<file path="src/rtl/pinctl_pkg.sv">
package pinctl_pkg;

    localparam int WORD_W   = 32;
    localparam int HALF_W   = 16;
    localparam int LOCK_BIT = 15;
    localparam int EVT_LO   = 16;
    localparam int EVT_W    = 4;
    localparam int FLAG_BIT = 24;

    // stored low-half bits: pull sel/en, slew, filter, open drain, drive, mux[2:0], lock
    localparam logic [HALF_W-1:0] LOW_KEEP = 16'h8777;

    typedef enum logic [EVT_W-1:0] {
        EV_OFF      = 4'd0,
        EV_DMA_RISE = 4'd1,
        EV_DMA_FALL = 4'd2,
        EV_DMA_BOTH = 4'd3,
        EV_IRQ_LOW  = 4'd8,
        EV_IRQ_RISE = 4'd9,
        EV_IRQ_FALL = 4'd10,
        EV_IRQ_BOTH = 4'd11,
        EV_IRQ_HIGH = 4'd12
    } evt_code_e;

    function automatic logic code_is_dma(input logic [EVT_W-1:0] c);
        return (c == EV_DMA_RISE) || (c == EV_DMA_FALL) || (c == EV_DMA_BOTH);
    endfunction

    function automatic logic code_is_irq(input logic [EVT_W-1:0] c);
        return (c >= EV_IRQ_LOW) && (c <= EV_IRQ_HIGH);
    endfunction

endpackage

</file>
<file path="src/rtl/pin_evt_det.sv">
module pin_evt_det
    import pinctl_pkg::*;
(
    input  logic             clk,
    input  logic             rst_n,
    input  logic             pin_async,
    input  logic [EVT_W-1:0] code,
    output logic             hit
);

    typedef struct packed {
        logic meta;
        logic sync;
        logic prev;
    } det_t;

    det_t s_d, s_q;
    logic rise, fall;

    always_comb begin
        s_d      = s_q;
        s_d.meta = pin_async;
        s_d.sync = s_q.meta;
        s_d.prev = s_q.sync;

        rise = s_q.sync & ~s_q.prev;
        fall = ~s_q.sync & s_q.prev;

        unique case (code)
            EV_DMA_RISE, EV_IRQ_RISE: hit = rise;
            EV_DMA_FALL, EV_IRQ_FALL: hit = fall;
            EV_DMA_BOTH, EV_IRQ_BOTH: hit = rise | fall;
            EV_IRQ_LOW:               hit = ~s_q.sync;
            EV_IRQ_HIGH:              hit = s_q.sync;
            default:                  hit = 1'b0;
        endcase
    end

    always_ff @(posedge clk or negedge rst_n) begin
        if (!rst_n) s_q <= '0;
        else        s_q <= s_d;
    end

endmodule

</file>
<file path="src/rtl/pin_ctl_reg.sv">
module pin_ctl_reg
    import pinctl_pkg::*;
(
    input  logic              clk,
    input  logic              rst_n,
    input  logic              wr_en,
    input  logic [HALF_W-1:0] wr_low,
    input  logic [EVT_W-1:0]  wr_code,
    input  logic              wr_clr,
    input  logic              hit,
    input  logic              dma_ack,
    output logic [WORD_W-1:0] rdata,
    output logic [EVT_W-1:0]  code,
    output logic [HALF_W-1:0] pad,
    output logic              irq_src,
    output logic              dma_req
);

    typedef struct packed {
        logic [HALF_W-1:0] low;
        logic [EVT_W-1:0]  code;
        logic              flag;
    } word_t;

    word_t r_d, r_q;

    always_comb begin
        r_d = r_q;
        if (wr_en) begin
            if (!r_q.low[LOCK_BIT]) r_d.low = wr_low & LOW_KEEP;
            r_d.code = wr_code;
            if (wr_clr) r_d.flag = 1'b0;
        end
        if (dma_ack && code_is_dma(r_q.code)) r_d.flag = 1'b0;
        if (hit) r_d.flag = 1'b1;
    end

    always_ff @(posedge clk or negedge rst_n) begin
        if (!rst_n) r_q <= '0;
        else        r_q <= r_d;
    end

    always_comb begin
        rdata                            = '0;
        rdata[HALF_W-1:0]                = r_q.low;
        rdata[EVT_LO+EVT_W-1:EVT_LO]     = r_q.code;
        rdata[FLAG_BIT]                  = r_q.flag;
        code    = r_q.code;
        pad     = r_q.low;
        irq_src = r_q.flag & code_is_irq(r_q.code);
        dma_req = r_q.flag & code_is_dma(r_q.code);
    end

    // a locked low half does not move
    a_r3_lock_freeze: assert property (@(posedge clk) disable iff (!rst_n)
        r_q.low[LOCK_BIT] |=> $stable(r_q.low));

    // a detected event is recorded on the next edge
    a_r4_hit_sets_flag: assert property (@(posedge clk) disable iff (!rst_n)
        hit |=> r_q.flag);

    // a write-one-to-clear without a new event empties the flag
    a_r7_w1c_clears: assert property (@(posedge clk) disable iff (!rst_n)
        (wr_en && wr_clr && !hit) |=> !r_q.flag);

    // acknowledge on a DMA pin clears its flag
    a_r8_ack_clears: assert property (@(posedge clk) disable iff (!rst_n)
        (dma_ack && code_is_dma(r_q.code) && !hit) |=> !dma_req);

    // a disabled or unused code never raises a clear flag
    a_r9_off_quiet: assert property (@(posedge clk) disable iff (!rst_n)
        (!code_is_dma(r_q.code) && !code_is_irq(r_q.code) && !r_q.flag) |=> !r_q.flag);

endmodule

</file>
<file path="src/rtl/pin_ctrl_bank.sv">
module pin_ctrl_bank
    import pinctl_pkg::*;
#(
    parameter int NUM_PINS = 4,
    localparam int AW = (NUM_PINS > 1) ? $clog2(NUM_PINS) : 1
) (
    input  logic                       clk,
    input  logic                       rst_n,
    input  logic                       bus_wr,
    input  logic [AW-1:0]              bus_addr,
    input  logic [WORD_W-1:0]          bus_wdata,
    output logic [WORD_W-1:0]          bus_rdata,
    input  logic [NUM_PINS-1:0]        pin_in,
    input  logic [NUM_PINS-1:0]        dma_ack,
    output logic [NUM_PINS-1:0]        dma_req,
    output logic                       irq,
    output logic [HALF_W*NUM_PINS-1:0] pad_cfg
);

    logic [WORD_W-1:0] rd_arr [NUM_PINS];
    logic [NUM_PINS-1:0] irq_vec;
    logic unused_wbits;

    assign unused_wbits = ^{bus_wdata[WORD_W-1:FLAG_BIT+1], bus_wdata[FLAG_BIT-1:EVT_LO+EVT_W]};

    for (genvar i = 0; i < NUM_PINS; i++) begin : g_pin
        logic [EVT_W-1:0] code_i;
        logic             hit_i;
        logic             sel_i;

        assign sel_i = bus_wr && (bus_addr == AW'(i));

        pin_evt_det u_det (
            .clk       (clk),
            .rst_n     (rst_n),
            .pin_async (pin_in[i]),
            .code      (code_i),
            .hit       (hit_i)
        );

        pin_ctl_reg u_reg (
            .clk     (clk),
            .rst_n   (rst_n),
            .wr_en   (sel_i),
            .wr_low  (bus_wdata[HALF_W-1:0]),
            .wr_code (bus_wdata[EVT_LO+EVT_W-1:EVT_LO]),
            .wr_clr  (bus_wdata[FLAG_BIT]),
            .hit     (hit_i),
            .dma_ack (dma_ack[i]),
            .rdata   (rd_arr[i]),
            .code    (code_i),
            .pad     (pad_cfg[HALF_W*i +: HALF_W]),
            .irq_src (irq_vec[i]),
            .dma_req (dma_req[i])
        );
    end

    assign bus_rdata = rd_arr[bus_addr];
    assign irq       = |irq_vec;

    // DMA-routed flags never reach the interrupt line
    a_r8_irq_dma_apart: assert property (@(posedge clk) disable iff (!rst_n)
        (irq_vec & dma_req) == '0);

endmodule

</file>
<file path="config.mk">
export PLATFORM = sky130hd
export DESIGN_NAME = pin_ctrl_bank
export DESIGN_NICKNAME = d
export VERILOG_FILES = /design/src/rtl/pinctl_pkg.sv /design/src/rtl/pin_evt_det.sv /design/src/rtl/pin_ctl_reg.sv /design/src/rtl/pin_ctrl_bank.sv
export SDC_FILE = /design/constraint.sdc
export NUM_CORES = 1
export LEC_CHECK = 0
export BUFFER_PORTS_ARGS = -buffer_cell sky130_fd_sc_hd__buf_2
export CORE_ASPECT_RATIO = 0.6
export CORE_MARGIN = 2
export CORE_UTILIZATION = 52
export CTS_BUF_LIST = sky130_fd_sc_hd__clkbuf_8
export DETAILED_ROUTE_END_ITERATION = 7
export GPL_TIMING_DRIVEN = 0
export PLACE_DENSITY = 0.83
export SYNTH_ARGS = -nofsm -noshare
export SYNTH_HDL_FRONTEND = slang
export SYNTH_SLANG_ARGS = --single-unit
</file>
<file path="constraint.sdc">
create_clock -name clk -period 1.9 [get_ports clk]
set_clock_uncertainty 0.05 [all_clocks]
set_input_delay 0.285 -clock clk [delete_from_list [all_inputs] [get_ports clk]]
set_output_delay 0.285 -clock clk [all_outputs]
set_load 0.01 [all_outputs]
</file>
=== Word level (Yosys, flattened, before mapping) ===
Index checks and enable logic that the tools add are counted.

* Register bits after elaboration: 72
* Input port bits: 45

* Order comparisons: 9
* Equality and inequality tests: 35
* Multiplexer cells: 24
* Bitwise gates (word level): 33
* Reduce and logical (&&, ||, !) cells: 50

{| class="wikitable"
|+ Operators with widths
! operator !! number
|-
| 4-bit == test, second input constant || 20
|-
| 32-bit binary-select mux with 2-bit select || 1
|-
| 16-bit 2-to-1 mux || 4
|-
| 32-bit 2-to-1 mux || 2
|-
| 4-bit by 2-bit == test with 1-bit output, second input constant || 8
|-
| 3-bit nonzero test || 8
|-
| 2-bit OR reduction || 12
|-
| 1-bit one-hot mux with 5 select lines || 4
|-
| 1-bit AND || 16
|-
| 4-bit by 1-bit == test with 1-bit output, second input constant || 4
|-
| 4-bit >= comparator, second input constant || 4
|-
| 4-bit <= comparator, second input constant || 4
|-
| 2-bit AND reduction || 8
|-
| 1-bit 2-to-1 mux || 13
|-
| 1-bit logical AND || 12
|-
| 1-bit inverter || 12
|-
| 1-bit logical OR || 8
|-
| 2-bit == test, second input constant || 2
|-
| 1-bit bitwise OR || 4
|-
| 4-bit OR reduction || 1
|-
| 3-bit >= comparator, second input constant || 1
|-
| 2-bit inverter with 3-bit output || 1
|-
| 2-bit by 1-bit == test with 1-bit output, second input constant || 1
|-
| 2-bit zero test || 1
|}

=== Depth between registers and ports, before layout ===
Gate-level depths: netlist of run 1.

* Depth in word-level cells: 6
* Depth in mapped cells: 6
* Gate-level depth less buffers: 6

=== Modules after synthesis ===
A second synthesis of run 1 with hierarchy kept.

* Cell total of the unflattened synthesis: 413
* Area, all modules: 5246.3 um^2

{| class="wikitable"
|+ Modules (own cells, without submodules)
! module !! times used !! cells an instance !! area an instance (um^2)
|-
| pin_ctl_reg || 4 || 78 || 943.4
|-
| pin_ctrl_bank || 1 || 45 || 857.1
|-
| pin_evt_det || 4 || 14 || 153.9
|}

=== Worst setup path before layout of run 1 ===
No wires, ideal clock.

* Kind: input to output
* From: input bus_addr[0]
* To: output bus_rdata[10]
* Arrival: 1.311 ns
* Setup slack: 0.254 ns
* Cell stages on the path: 3
* Buffers on the path: 2
* Path through: buf_6 -> buf_2 -> mux4_2

* Longest elaborated chain between the ends: 4

{| class="wikitable"
|+ Ends and longest elaborated chain
! element !! line !! source
|-
| start, declared || pin_ctrl_bank.sv:10 || <nowiki>input logic [AW-1:0] bus_addr,</nowiki>
|-
| 2-bit inverter with 3-bit output (not written as such) || pin_ctrl_bank.sv:58 || <nowiki>assign bus_rdata = rd_arr[bus_addr];</nowiki>
|-
| 32-bit binary-select mux with 2-bit select || pin_ctrl_bank.sv:58 ||
|-
| 32-bit 2-to-1 mux (not written as such) (2 in a row) || pin_ctrl_bank.sv:58 ||
|-
| end, declared || pin_ctrl_bank.sv:12 || <nowiki>output logic [WORD_W-1:0] bus_rdata,</nowiki>
|}

No other way between the ends. The select of a mux whose other input is x is not followed.

=== Worst setup path after layout of run 1 ===
* From: register g_pin[2].u_reg.r_q, in the netlist g_pin[2].u_reg.code[3]
* To: output bus_rdata[19]

* Longest elaborated chain between the ends: 3

{| class="wikitable"
|+ Ends and longest elaborated chain
! element !! line !! source
|-
| start, declared || pin_ctl_reg.sv:25 || <nowiki>word_t r_d, r_q;</nowiki>
|-
| start signal, assigned || pin_ctl_reg.sv:40 || <nowiki>else r_q <= r_d;</nowiki>
|-
| 32-bit binary-select mux with 2-bit select || pin_ctrl_bank.sv:58 ||
|-
| 32-bit 2-to-1 mux (not written as such) (2 in a row) || pin_ctrl_bank.sv:58 ||
|}

No other way between the ends. The select of a mux whose other input is x is not followed.

==> flow_results.org, run 1 <==
** Outcome
- The flow ran to the end, but the final reports show violations.
- Failing checks :: negative hold slack

** Cells and area
- Leading cell types in the layout, fill and taps excluded :: 88 x sky130_fd_sc_hd__buf_4, 86 x sky130_fd_sc_hd__buf_2, 70 x sky130_fd_sc_hd__dfrtp_1
- The multi-input combinational cells in the finished layout cover a total of 1690 um^2.
- Leaving out fill and tap cells, the most frequent cell in the layout is sky130_fd_sc_hd__buf_4.
- Across the whole layout, storage elements account for 1800 um^2.
- From synthesis to final layout, the design area changed by 23.0%.
- Utilization after layout :: between 60 and 70%
- Filler cell count in the final layout :: 556
- The finished cells cover between 4000 and 5000 um^2.
- Number of nets in the layout :: just over 500
- Share of final-layout standard cells stronger than drive strength 1 :: between 50% and 60%
- Antenna cell count :: 0

** Detailed routing
- Average vias per placed instance :: 4.91
- Dividing the detail-routed wire length by the instance count gives approximately 16 um.
- The detail route stage leaves a number of antenna-violating nets equal to 0.
- Via count of the routed design :: 2796
- Pre-antenna DRT Iters :: 4
- Starting DRC count in detailed routing :: around 140
- For this run, design rule violations remaining after detail routing come to 0.
- Wire length reported by the detailed router :: 8.85 mm

** Floorplan
- The initial utilization of the core area, before any placement, comes to roughly 55%.
- Core region area :: 7420 um^2
- The floorplan step defined a die boundary enclosing around 8500 um^2.
- FP Rows :: 24
- Die Ht :: 72.4 um
- I/O pin total :: ~150
- Die width :: around 120 um

** CTS
- Maximum level of the CTS H-tree :: 3
- TritonCTS buffer count :: 9
- Clock tree synthesis selected as its root buffer the cell sky130_fd_sc_hd__clkbuf_8.
- Worst skew pair latency :: ~0.35 ns
- Sinks on Clock Net :: 72
- Clock-pin slew was measured on the worst setup and hold paths at 0.07 ns.
- Clock tree from TritonCTS :: yes
- In this run the post-CTS setup repair buffer count came out at 0.
- Buffer depth of the longest clock path :: 2

** Power and ir drop
- The analysis attributes to net switching a power of 1.78 mW.
- Switching part of the total :: 32.2%
- Part of the power in the clock network :: 19.1%
- Peak VDD IR :: 577 uV
- Dividing total power by cell area gives a power density of 1110 nW/um^2.
- For this design the static power due to leakage is 2.52 nW.
- Sequential fraction of design power :: a little over two fifths
- Pint :: between 3 and 4 mW
- Combinational cell fraction of total power :: 37.8%

** Synthesis
- Post-Synthesis Cell Area :: 4060 um^2
- Synthesis handed over a netlist of 321 instances.
- Synth Area per Inst :: 12.6 um^2
- In the synthesized netlist the dominant register cell turns out to be sky130_fd_sc_hd__dfrtp_1.
- Total of flip-flops plus latches after synthesis :: 72
- Count of flip-flops with a built-in enable after synthesis :: 0
- During synthesis, Yosys emitted a total of 0 warnings.
- The netlist uses 36 different library cells.
- Post-synthesis async set-or-reset flop share :: 100%
- Sequential area share after synthesis :: 44.4%

** Timing
- Post-Route Hold Slack :: -0.0127 ns
- The final number of max-transition violations is 0.
- Setup violations remaining at the end of the flow were counted as 0.
- For the final routed database, the setup TNS stands at 0 ns.
- Based on the critical path, the design can be clocked at up to 550 MHz.
- At the pin with the least slew margin, the transition time is 0.887 ns.
- Setup repair after global routing left no endpoint under its margin.
- The worst path uses 95.6% of the clock period.
- The count of endpoints failing hold in the final timing report came to 10.
- Measured against its own limit, the worst slew margin works out to 40.9%.
- Post-layout min period :: 1.82 ns

** Global route
- The initial antenna violation count was 0.
- Entering global routing, the biggest net connects 73 pins.
- Wire length of the first global-routing pass :: 14.2 mm
- The total overflow left after global routing is 0.
- The number of global-route vias before repair was ~2700.
- For this run, the total global-route usage over all layers was measured as a little over a fifth.

** Critical path
- Max stage delay cell, worst path :: sky130_fd_sc_hd__mux4_2
- The critical path goes through mux4_2 > buf_2.
- At the worst endpoint, the required time is 1.56 ns.
- Data arrival time of the critical path :: 1.48 ns
- In this design, the stage delay of the slowest critical-path cell is 0.50 ns.
- The critical path starts at g_pin[2].u_reg.code[3].
- Reg2Reg Launch Point :: g_pin[1].u_det.s_d[0]
- The number of buffers and inverters on the critical path is 1.
- Kind of cell adding the most delay to the critical path :: multiplexers
- The worst setup path is of the flip-flop to output pin kind.
- The worst setup path is launched from a flip-flop.
- Of all nets on the critical path, the largest fanout is 7.
- STA classifies the critical path endpoint as an output pin.

** Worst hold path
- The min-delay analysis places its worst path in the category input pin to asynchronous set/reset pin.

** Place
- Summed over all nets, the half-perimeter wirelength after detailed placement is 6.69 mm.
- The placed instances occupy a cell area of around 4800 um^2.
- Routability Congestion :: 0.904
- The count of buffers added on input and output ports is between 80 and 90.

** Job
- Maximum Capacitance Violations :: 0
==> through the flow <==
stage / power (mW) / cells / setup WS, ns
2_1_floorplan: 3.72 / 361 / 0.254
6_report: 5.51 / 569 / 0.0834
3_3_place_gp: 4.37 / 551 / -0.0403
5_1_grt: 5.83 / 569 / 0.000395
3_5_place_dp: 4.47 / 551 / -0.0262
4_1_cts: 5.53 / 569 / 0.0254
==> worst reg2reg max path: stages (launching register included) <==
cell and delay, ns:
sky130_fd_sc_hd__dfrtp_1 0.41, sky130_fd_sc_hd__ha_1 0.28, sky130_fd_sc_hd__nand2_1 0.06, sky130_fd_sc_hd__o21ai_0 0.09, sky130_fd_sc_hd__a221o_1 0.35, sky130_fd_sc_hd__o211ai_1 0.10
==> final timing paths <==
check	end	slack, ns	depth (start not counted)
hold reg to reg	g_pin[1].u_det.s_d[0]	0.30	0
setup / recovery	bus_rdata[19]	0.08	2
hold / removal	g_pin[3].u_det.s_d[1]	-0.01	1
setup reg to reg	g_pin[1].u_reg.rdata[24]	0.46	5
max in group asynchronous	g_pin[1].u_reg.code[0]	1.16	1
min in group clk	g_pin[0].u_reg.pad[15]	0.13	2
==> area by class of cell <==
cell class,instances,share of cell area (%)
buffer,90,13.6
multi-input combinational,185,33.8
tap,104,2.61
clock inverter,4,0.301
timing repair buffer,90,9.48
clock buffer,11,3.03
inverter,13,0.978
sequential,72,36.2
==> power by group through the flow <==
stage	logic (mW)	clock network, mW	registers, mW
detailed placement	2.09	0	2.38
floorplan	1.50	0	2.22
global placement	2.02	0	2.35
finish	2.09	1.05	2.37
global route	2.25	1.14	2.44
CTS	2.10	1.07	2.36
==> state kept, by name (all words and copies together), names as in the netlist <==
name,count
g_pin.u_det.s_d,8
g_pin.u_reg.code,16
g_pin.u_det.s_q,4
g_pin.u_reg.rdata,4
g_pin.u_reg.pad,40
==> per-layer routing <==
layer / wire, um / GRT usage [%] / share of wire, %
met1: 4190 / 30.7 / 47
met2: 3960 / 33.2 / 45
met3: 541 / 6.21 / 6.1
met4: 150 / 7.10 / 1.7
met5: 0 / 0 / 0
==> synthesized netlist by cell type (4+ instances only) <==
library cell | n | share of area (%)
sky130_fd_sc_hd__a21oi_1 | 4 | 0.49
sky130_fd_sc_hd__mux2_4 | 9 | 3.3
sky130_fd_sc_hd__buf_4 | 86 | 16
sky130_fd_sc_hd__nand2_1 | 7 | 0.65
sky130_fd_sc_hd__mux2_1 | 12 | 3.3
sky130_fd_sc_hd__nor2_1 | 5 | 0.46
sky130_fd_sc_hd__nand3_1 | 7 | 0.86
sky130_fd_sc_hd__o21ai_0 | 10 | 1.2
sky130_fd_sc_hd__dfrtp_1 | 72 | 44
sky130_fd_sc_hd__mux2_2 | 30 | 8.3
sky130_fd_sc_hd__ha_1 | 8 | 2.5
sky130_fd_sc_hd__nor4b_1 | 8 | 1.7
sky130_fd_sc_hd__nand4_1 | 4 | 0.62
sky130_fd_sc_hd__mux4_2 | 15 | 8.3
sky130_fd_sc_hd__inv_1 | 13 | 1.2
==> cells by family (layout without fill, tap and decap cells) <==
logic type                 count (synthesis)  in the layout  share of synthesized area, %
AOI/OAI and AO/OA                         27             27                          4.26
xor gates and xnor gates                   1              1                         0.216
adders and majority gates                  8              8                          2.47
buffers and inverters                    104            208                          18.0
DFF                                       72             72                          44.4
muxes                                     67             67                          23.6
other                                      1             41                        0.0924
and+or+nand+nor                           41             41                          6.97
==> timing repair <==
action | CTS | global route
setup endpoints to repair | 10 | 3
hold buffers | 4 | 0
resized for setup | 2 | 3
hold endpoints to repair | 4 | 0
Note: power is estimated with default switching activity, not from simulation.
==> inputs of run 2 (changes only) <==
Settings changed: ABC_CLOCK_PERIOD_IN_PS set to 1900, CORE_ASPECT_RATIO 0.6 to 0.9.
==> flow_results.org, run 2 (synthesized netlist as in run 1, its figures left out) <==
** Outcome
- Result of the run :: complete, but fails checks
- The final reports fail on negative hold slack.

** Detailed routing
- The count of nets left with antenna violations once routing finished came out at 0.
- Wires add up to 8.26 mm.
- After detailed routing, the number of remaining DRC violations is 0.
- Summing over every cut layer, the via total after detailed routing is 2741.
- The first detailed-routing pass ran for 4 iterations.
- In this run, the number of DRC markers left after iteration 0 of detailed routing was 131.
- After detailed routing, the average wire length per cell comes to 14.7 um.
- Average vias per placed instance :: 4.87

** Job
- Maximum Capacitance Violations :: 0

** Critical path
- Source of the critical timing path :: g_pin[1].u_reg.code[1]
- The endpoint identified for the worst register-to-register timing path is g_pin[1].u_reg.rdata[24].
- Startpoint types :: flip-flop
- CP cell instances :: nor2_1 > nor4b_1 > buf_4 > buf_2
- Stage delay of the slowest cell on the critical path :: 0.44 ns
- Across all register-to-register paths, the minimum setup slack is 0.49 ns.
- Data on the critical path is required at its endpoint by 1.56 ns.
- In this run the critical register-to-register path is launched from g_pin[1].u_det.s_d[0].
- For the worst setup path, the data arrival time is 1.50 ns.
- The worst setup path is captured at an output pin.
- Type of the setup path with the least slack :: flip-flop to output pin
- Critical Path Sink :: dma_req[1]
- For the worst flop-to-flop path, the logic depth is 5.
- Kind of cell adding the most delay to the critical path :: simple AND/OR/NAND/NOR gates
- Among all stages on the critical path, the largest delay is contributed by sky130_fd_sc_hd__dfrtp_1.
- The number of buffers and inverters on the critical path is 2.
- Largest fanout on the critical path :: 6
- Counting buffers and inverters, the worst setup path is 4 cells deep.

** Global route
- Met1 demand-to-capacity share in global routing :: a little under a quarter
- Antenna violations before repair :: 0
- Most Crowded Layer GR :: met2
- Via count of the first global-routing pass :: approximately 2700
- Met2 usage :: between 30% and 40%
- In the global route stage, met3 resource usage came out at 5.99%.
- GR Overflow Total :: 0
- The first global-routing pass estimated roughly 13 mm of wire.
- Maximum number of pins on one net before global-route repair :: 73
- Global routing usage summed across all routing layers :: 19.8%

** CTS
- Setup Buffers After CTS :: 0
- The longest clock path from root to sink contains 2 buffers.
- After clock tree synthesis, the clock-pin slew on the worst setup and hold paths is approximately 0.07 ns.
- TritonCTS buffer count :: 9
- Clock tree from TritonCTS :: yes
- Worst skew pair latency :: 0.34 ns
- CTS Root Buffer Type :: sky130_fd_sc_hd__clkbuf_8
- CTS built an H-tree with a depth of 3.
- Sinks on Clock Net :: 72

** Cells and area
- For this run, the post-layout net count is about 520.
- Post-route cell area :: approximately 5000 um^2
- Share of final-layout standard cells stronger than drive strength 1 :: 54.4%
- Leading cell types in the layout, fill and taps excluded :: 87 x sky130_fd_sc_hd__buf_4, 86 x sky130_fd_sc_hd__buf_2, 70 x sky130_fd_sc_hd__dfrtp_1
- Compared with the post-synthesis result, the final layout area differs by 22.8%.
- The finished layout holds 563 standard cells, fillers aside.
- Antenna cell count :: 0
- Number of flip-flops under the largest register name :: 40
- Counting the fill cells in the layout gives 577.
- The library cell used most frequently in the layout, excluding fill and tap cells, is sky130_fd_sc_hd__buf_4.

** Floorplan
- The die is 97.1 um wide.
- Initial cell density of the core :: between 50 and 60%
- The floorplan step set the die height to 87.8 um.
- Die area :: 8530 um^2
- After floorplanning, the core was sized to cover around 7500 um^2.
- In this run the count of I/O pins placed on the die edge is about 150.
- FP Rows :: 30

** Power and ir drop
- Leakage :: approximately 2.5 nW
- In this run switching power makes up 32.2% of total power.
- Combinational logic is responsible for between 30% and 40% of the overall power.
- The clock network is responsible for roughly a fifth of the overall power.
- Internal power comes to about 3.7 mW.
- For this design the total switching power over the nets is about 1.8 mW.
- Pwr Density :: 1100 nW/um^2
- VDD sags by at most 744 uV.
- Sequential fraction of design power :: 43.0%

** Place
- Total cell area at the placement stage :: 4760 um^2
- Dpl hpwl :: 6.10 mm
- Port buffering added 86 buffers.
- Once placement completed, the tool counted placed cells totaling 543.
- Routability Congestion :: 0.922

** Timing
- Headroom to the max-slew limit came out at 41.1%.
- Number of failing hold endpoints at the final stage :: 8
- Summed over all failing endpoints, the final setup total negative slack is 0 ns.
- The worst path needs 1.84 ns of the cycle, external delays included.
- Setup violations remaining at the end of the flow were counted as 0.
- The final number of max-transition violations is 0.
- Unrepaired setup endpoints after global routing :: no
- Ratio of final minimum period to clock period :: 96.8%
- For the pin with the worst max-slew slack, the measured transition is between 0.8 and 0.9 ns.
- Fmax achieved :: 544 MHz
- Hold timing on the final database bottoms out at a slack of -0.0127 ns.

** Worst hold path
- Tightest Hold Check Type :: input pin to asynchronous set/reset pin
## run 2: cell count changes in the layout (fill, tap and decap cells not counted)
cell / previous run / this run
sky130_fd_sc_hd__buf_4: 88 / 87
sky130_fd_sc_hd__clkbuf_4: 0 / 2
sky130_fd_sc_hd__nor4b_1: 6 / 7
sky130_fd_sc_hd__clkinv_2: 0 / 2
sky130_fd_sc_hd__nor4b_2: 2 / 1
sky130_fd_sc_hd__clkbuf_8: 11 / 10
sky130_fd_sc_hd__inv_1: 17 / 16
sky130_fd_sc_hd__clkinvlp_4: 0 / 1
## run 2: final cells by class
type	instances	area, um^2	share of cell area (%)
buffer	91	688	13.8
clock buffer	10	138	2.76
clock inverter	6	28.8	0.578
inverter	13	48.8	0.980
multi-input combinational	185	1680	33.7
sequential	72	1800	36.2
tap	96	120	2.41
timing repair buffer	90	473	9.50
## run 2: repair_timing
| action | in CTS | in global routing |
|---|---|---|
| gates resized for setup | 0 | 5 |
| setup endpoints to repair | 0 | 12 |
| hold endpoints to repair | 4 | 0 |
| hold buffers | 4 | 0 |
## run 2: power by group through the flow
stage	clock network (mW)	logic (mW)	registers [mW]
global placement	0	2.03	2.33
CTS	1.06	2.09	2.34
finish	1.04	2.08	2.35
global route	1.13	2.25	2.42
detailed placement	0	2.08	2.36
floorplan	0	1.50	2.22
## run 2: metal layers
metal / part of all wire, % / routed length [um] / vias up
met5: 0 / 0 / -
met1: 40 / 3310 / 1320
li1: - / - / 1295
met3: 7.0 / 582 / 16
met2: 51 / 4220 / 110
met4: 1.7 / 142 / 0
## run 2: worst min path at each step
stage,slack [ns],endpoint,depth (start not counted),start
2_1_floorplan,-0.06,g_pin[0].u_det.s_d[0],0,rst_n
3_3_place_gp,0.28,g_pin[1].u_det.s_d[0],0,g_pin[1].u_det.s_d[1]
3_5_place_dp,0.29,g_pin[3].u_det.s_d[0],0,g_pin[3].u_det.s_d[1]
4_1_cts,0.04,g_pin[3].u_det.s_q[0],1,rst_n
5_1_grt,0.08,g_pin[3].u_det.s_q[0],1,rst_n
6_report,-0.01,g_pin[3].u_det.s_q[0],1,rst_n
## run 2: per-stage QoR
stage                     util [%]  power, mW  worst slack (ns)  hold WS, ns
after global placement        63.1       4.36            0.0100        0.282
after detailed placement      63.1       4.44           0.00781        0.286
after global routing          66.0       5.79            0.0180       0.0814
final                         66.0       5.47            0.0606      -0.0127
after CTS                     65.8       5.49           0.00561       0.0408
after floorplan                  -       3.72             0.254      -0.0606
==> inputs of run 3 (changes only) <==
Settings changed: PLACE_DENSITY 0.83 to 0.92.
==> flow_results.org, run 3 (synthesized netlist as in run 1, its figures left out) <==
** Outcome
- The flow ran to the end, and the final reports show no timing, DRC or antenna violations.

** Detailed routing
- Summed over all nets, wire length on met3 after detailed routing comes to about 570 um.
- Once detail routing completed, the nets flagged for antenna violations numbered 0.
- After detailed routing, no signal wire sits above met4.
- Met2 wire length :: 4.19 mm
- In the final routed layout, each cell accounts on average for 15.1 um.
- For this block, wires on met1 add up to 3.63 mm.
- Pre-antenna DRT Iters :: 4
- Starting DRC count in detailed routing :: 134
- Via count of the routed design :: roughly 2700
- Average vias per placed instance :: ~4.9
- Number of design rule violations left after detail routing :: 0
- Wire length reported by the detailed router :: 8.49 mm

** Floorplan
- I/O pin total :: 146
- The initialized floorplan defines 30 standard-cell rows.
- The floorplan step defined a die boundary enclosing 8530 um^2.
- Die width :: 97.1 um
- Core region area :: between 7000 and 8000 um^2
- Initial cell density of the core :: 53.8%
- Die Ht :: between 80 and 90 um

** Timing
- Number of failing hold endpoints at the final stage :: 0
- Setup TNS after final layout :: 0 ns
- Unrepaired setup endpoints after global routing :: no
- For the pin with the worst max-slew slack, the measured transition is 0.900 ns.
- Static timing analysis puts the maximum clock frequency at 552 MHz.
- After layout, the minimum clock period comes to between 1.5 and 2 ns.
- In this run the tightest slew margin relative to its limit is 40.0%.
- The final number of max-transition violations came to 0.
- Final setup vio count :: 0
- Ratio of final minimum period to clock period :: 95.3%

** CTS
- TritonCTS buffer count :: 9
- The clock tree synthesis step divided the H-tree into 3 levels.
- TritonCTS built the clock tree.
- No sink is reached through more buffers than the 2 on the longest clock path.
- For the worst-skew pair, the clock arrives at the later sink with an insertion delay of 0.34 ns.
- After clock tree synthesis, the clock-pin slew on the worst setup and hold paths is 0.08 ns.
- CTS Root Buffer Type :: sky130_fd_sc_hd__clkbuf_8
- Sinks on Clock Net :: between 70 and 80

** Global route
- GR Overflow Total :: 0
- Maximum number of pins on one net before global-route repair :: 73
- Antenna violations before repair :: 0
- The first global-routing pass estimated 13.6 mm of wire.
- Global routing used between 20% and 30% of the available tracks.
- The number of global-route vias before repair is 2705.

** Worst hold path
- Tightest Hold Check Type :: input pin to asynchronous set/reset pin

** Power and ir drop
- Pwr Density :: 1160 nW/um^2
- The completed layout was analyzed and its total power is 5.88 mW.
- Peak VDD IR :: 702 uV
- Summed over all cells, the static leakage comes to ~2.5 nW.

** Cells and area
- Leading cell types in the layout, fill and taps excluded :: 89 x sky130_fd_sc_hd__buf_4, 86 x sky130_fd_sc_hd__buf_2, 70 x sky130_fd_sc_hd__dfrtp_1
- Number of nets in the layout :: 515
- Post-synthesis to final-layout area growth :: 24.8%
- Antenna cell count :: 0
- The register with the most flip-flops in the layout has 40 of them.
- Most common library cell in the layout ignoring fill and taps :: sky130_fd_sc_hd__buf_4
- The post-route netlist has 55.2% of its cells at a drive strength greater than 1.

** Critical path
- Stage delay of the slowest cell on the critical path :: 0.51 ns
- At the worst endpoint, the required time is 1.56 ns.
- In this run the worst path has a maximum fanout of 7.
- CP cell instances :: mux4_2 > buf_2
- The slowest stage of the critical path is the sky130_fd_sc_hd__mux4_2 cell.
- Startpoint types :: flip-flop
- The critical path in this run is classified as flip-flop to output pin.
- Data arrival time of the critical path :: roughly 1.5 ns
- Sort of element at the end of the critical path :: output pin

** Place
- IO Port Bufs :: 86
- Summed over all nets, the half-perimeter wirelength after detailed placement is between 6 and 7 mm.
- The congestion estimate from routability-driven global placement came to 0.870.

** Job
- Maximum Capacitance Violations :: 0
[run 3: changes by cell type in the layout (fill, tap and decap cells not counted), sizes merged]
cell    before  now
bufinv       0    3
clkbuf      12    9
inv         16   14
buf        175  177
[run 3: path summary, 6_finish.rpt]
kind                                   startpoint                  endpoint  slack (ns)  cells after the start
setup / recovery           g_pin[2].u_reg.code[3]             bus_rdata[19]        0.09                      2
hold / removal                              rst_n     g_pin[2].u_reg.pad[1]        0.03                      1
setup reg to reg            g_pin[0].u_det.s_d[0]  g_pin[0].u_reg.rdata[24]        0.47                      5
hold reg to reg             g_pin[3].u_det.s_d[1]     g_pin[3].u_det.s_d[0]        0.30                      0
max in group asynchronous                   rst_n    g_pin[1].u_reg.code[0]        1.15                      1
min in group clk                    bus_wdata[15]    g_pin[0].u_reg.pad[15]        0.12                      2
[run 3: metrics by stage]
step / instances / instance area (um^2) / util (%) / setup WS [ns] / hold WS (ns)
CTS: 562 / 5040 / 66.8 / 0.0232 / 0.00202
global placement: 543 / 4760 / 63.1 / 0.00281 / 0.284
global route: 563 / 5060 / 67.1 / 0.0199 / 0.103
detailed placement: 543 / 4760 / 63.1 / -0.00777 / 0.285
finish: 563 / 5060 / 67.1 / 0.0885 / 0.0317
floorplan: 361 / 4210 / - / 0.254 / -0.0606
[run 3: final cells by class]
class / count / area, um^2
Buffer: 91 / 688
Fill cell: 547 / 2480
Tap cell: 96 / 120
Clock buffer: 9 / 124
Timing Repair Buffer: 90 / 473
Clock inverter: 7 / 111
Multi-Input combinational cell: 185 / 1690
Sequential cell: 72 / 1800
Inverter: 13 / 48.8
[run 3: routing by layer]
metal | global-route usage [%] | vias up
li1 | - | 1293
met1 | 25.8 | 1328
met2 | 33.8 | 105
met3 | 6.38 | 11
met4 | 5.76 | 0
met5 | 0 | -
[run 3: report_power, final]
part / leakage, nW / total, mW / internal [mW] / switching [mW]
sequential: 0.840 / 2.35 / 1.94 / 0.413
clock: 0.120 / 1.44 / 0.863 / 0.573
combinational: 1.59 / 2.09 / 1.28 / 0.812
[run 3: worst max-delay path, delay by kind of cell, from the launching register on]
kind / cells / cell delay (ns)
flip-flops: 1 / 0.47
multiplexers: 1 / 0.51
buffers and inverters: 1 / 0.16
[run 3: repair_timing]
| item | 4_1_cts | 5_1_grt |
|---|---|---|
| hold endpoints to repair | 3 | 1 |
| hold buffers | 3 | 1 |
| setup endpoints to repair | 2 | 3 |
| resized for setup | 3 | 4 |
| setup buffers | 0 | 0 |
| gates cloned | 0 | 0 |
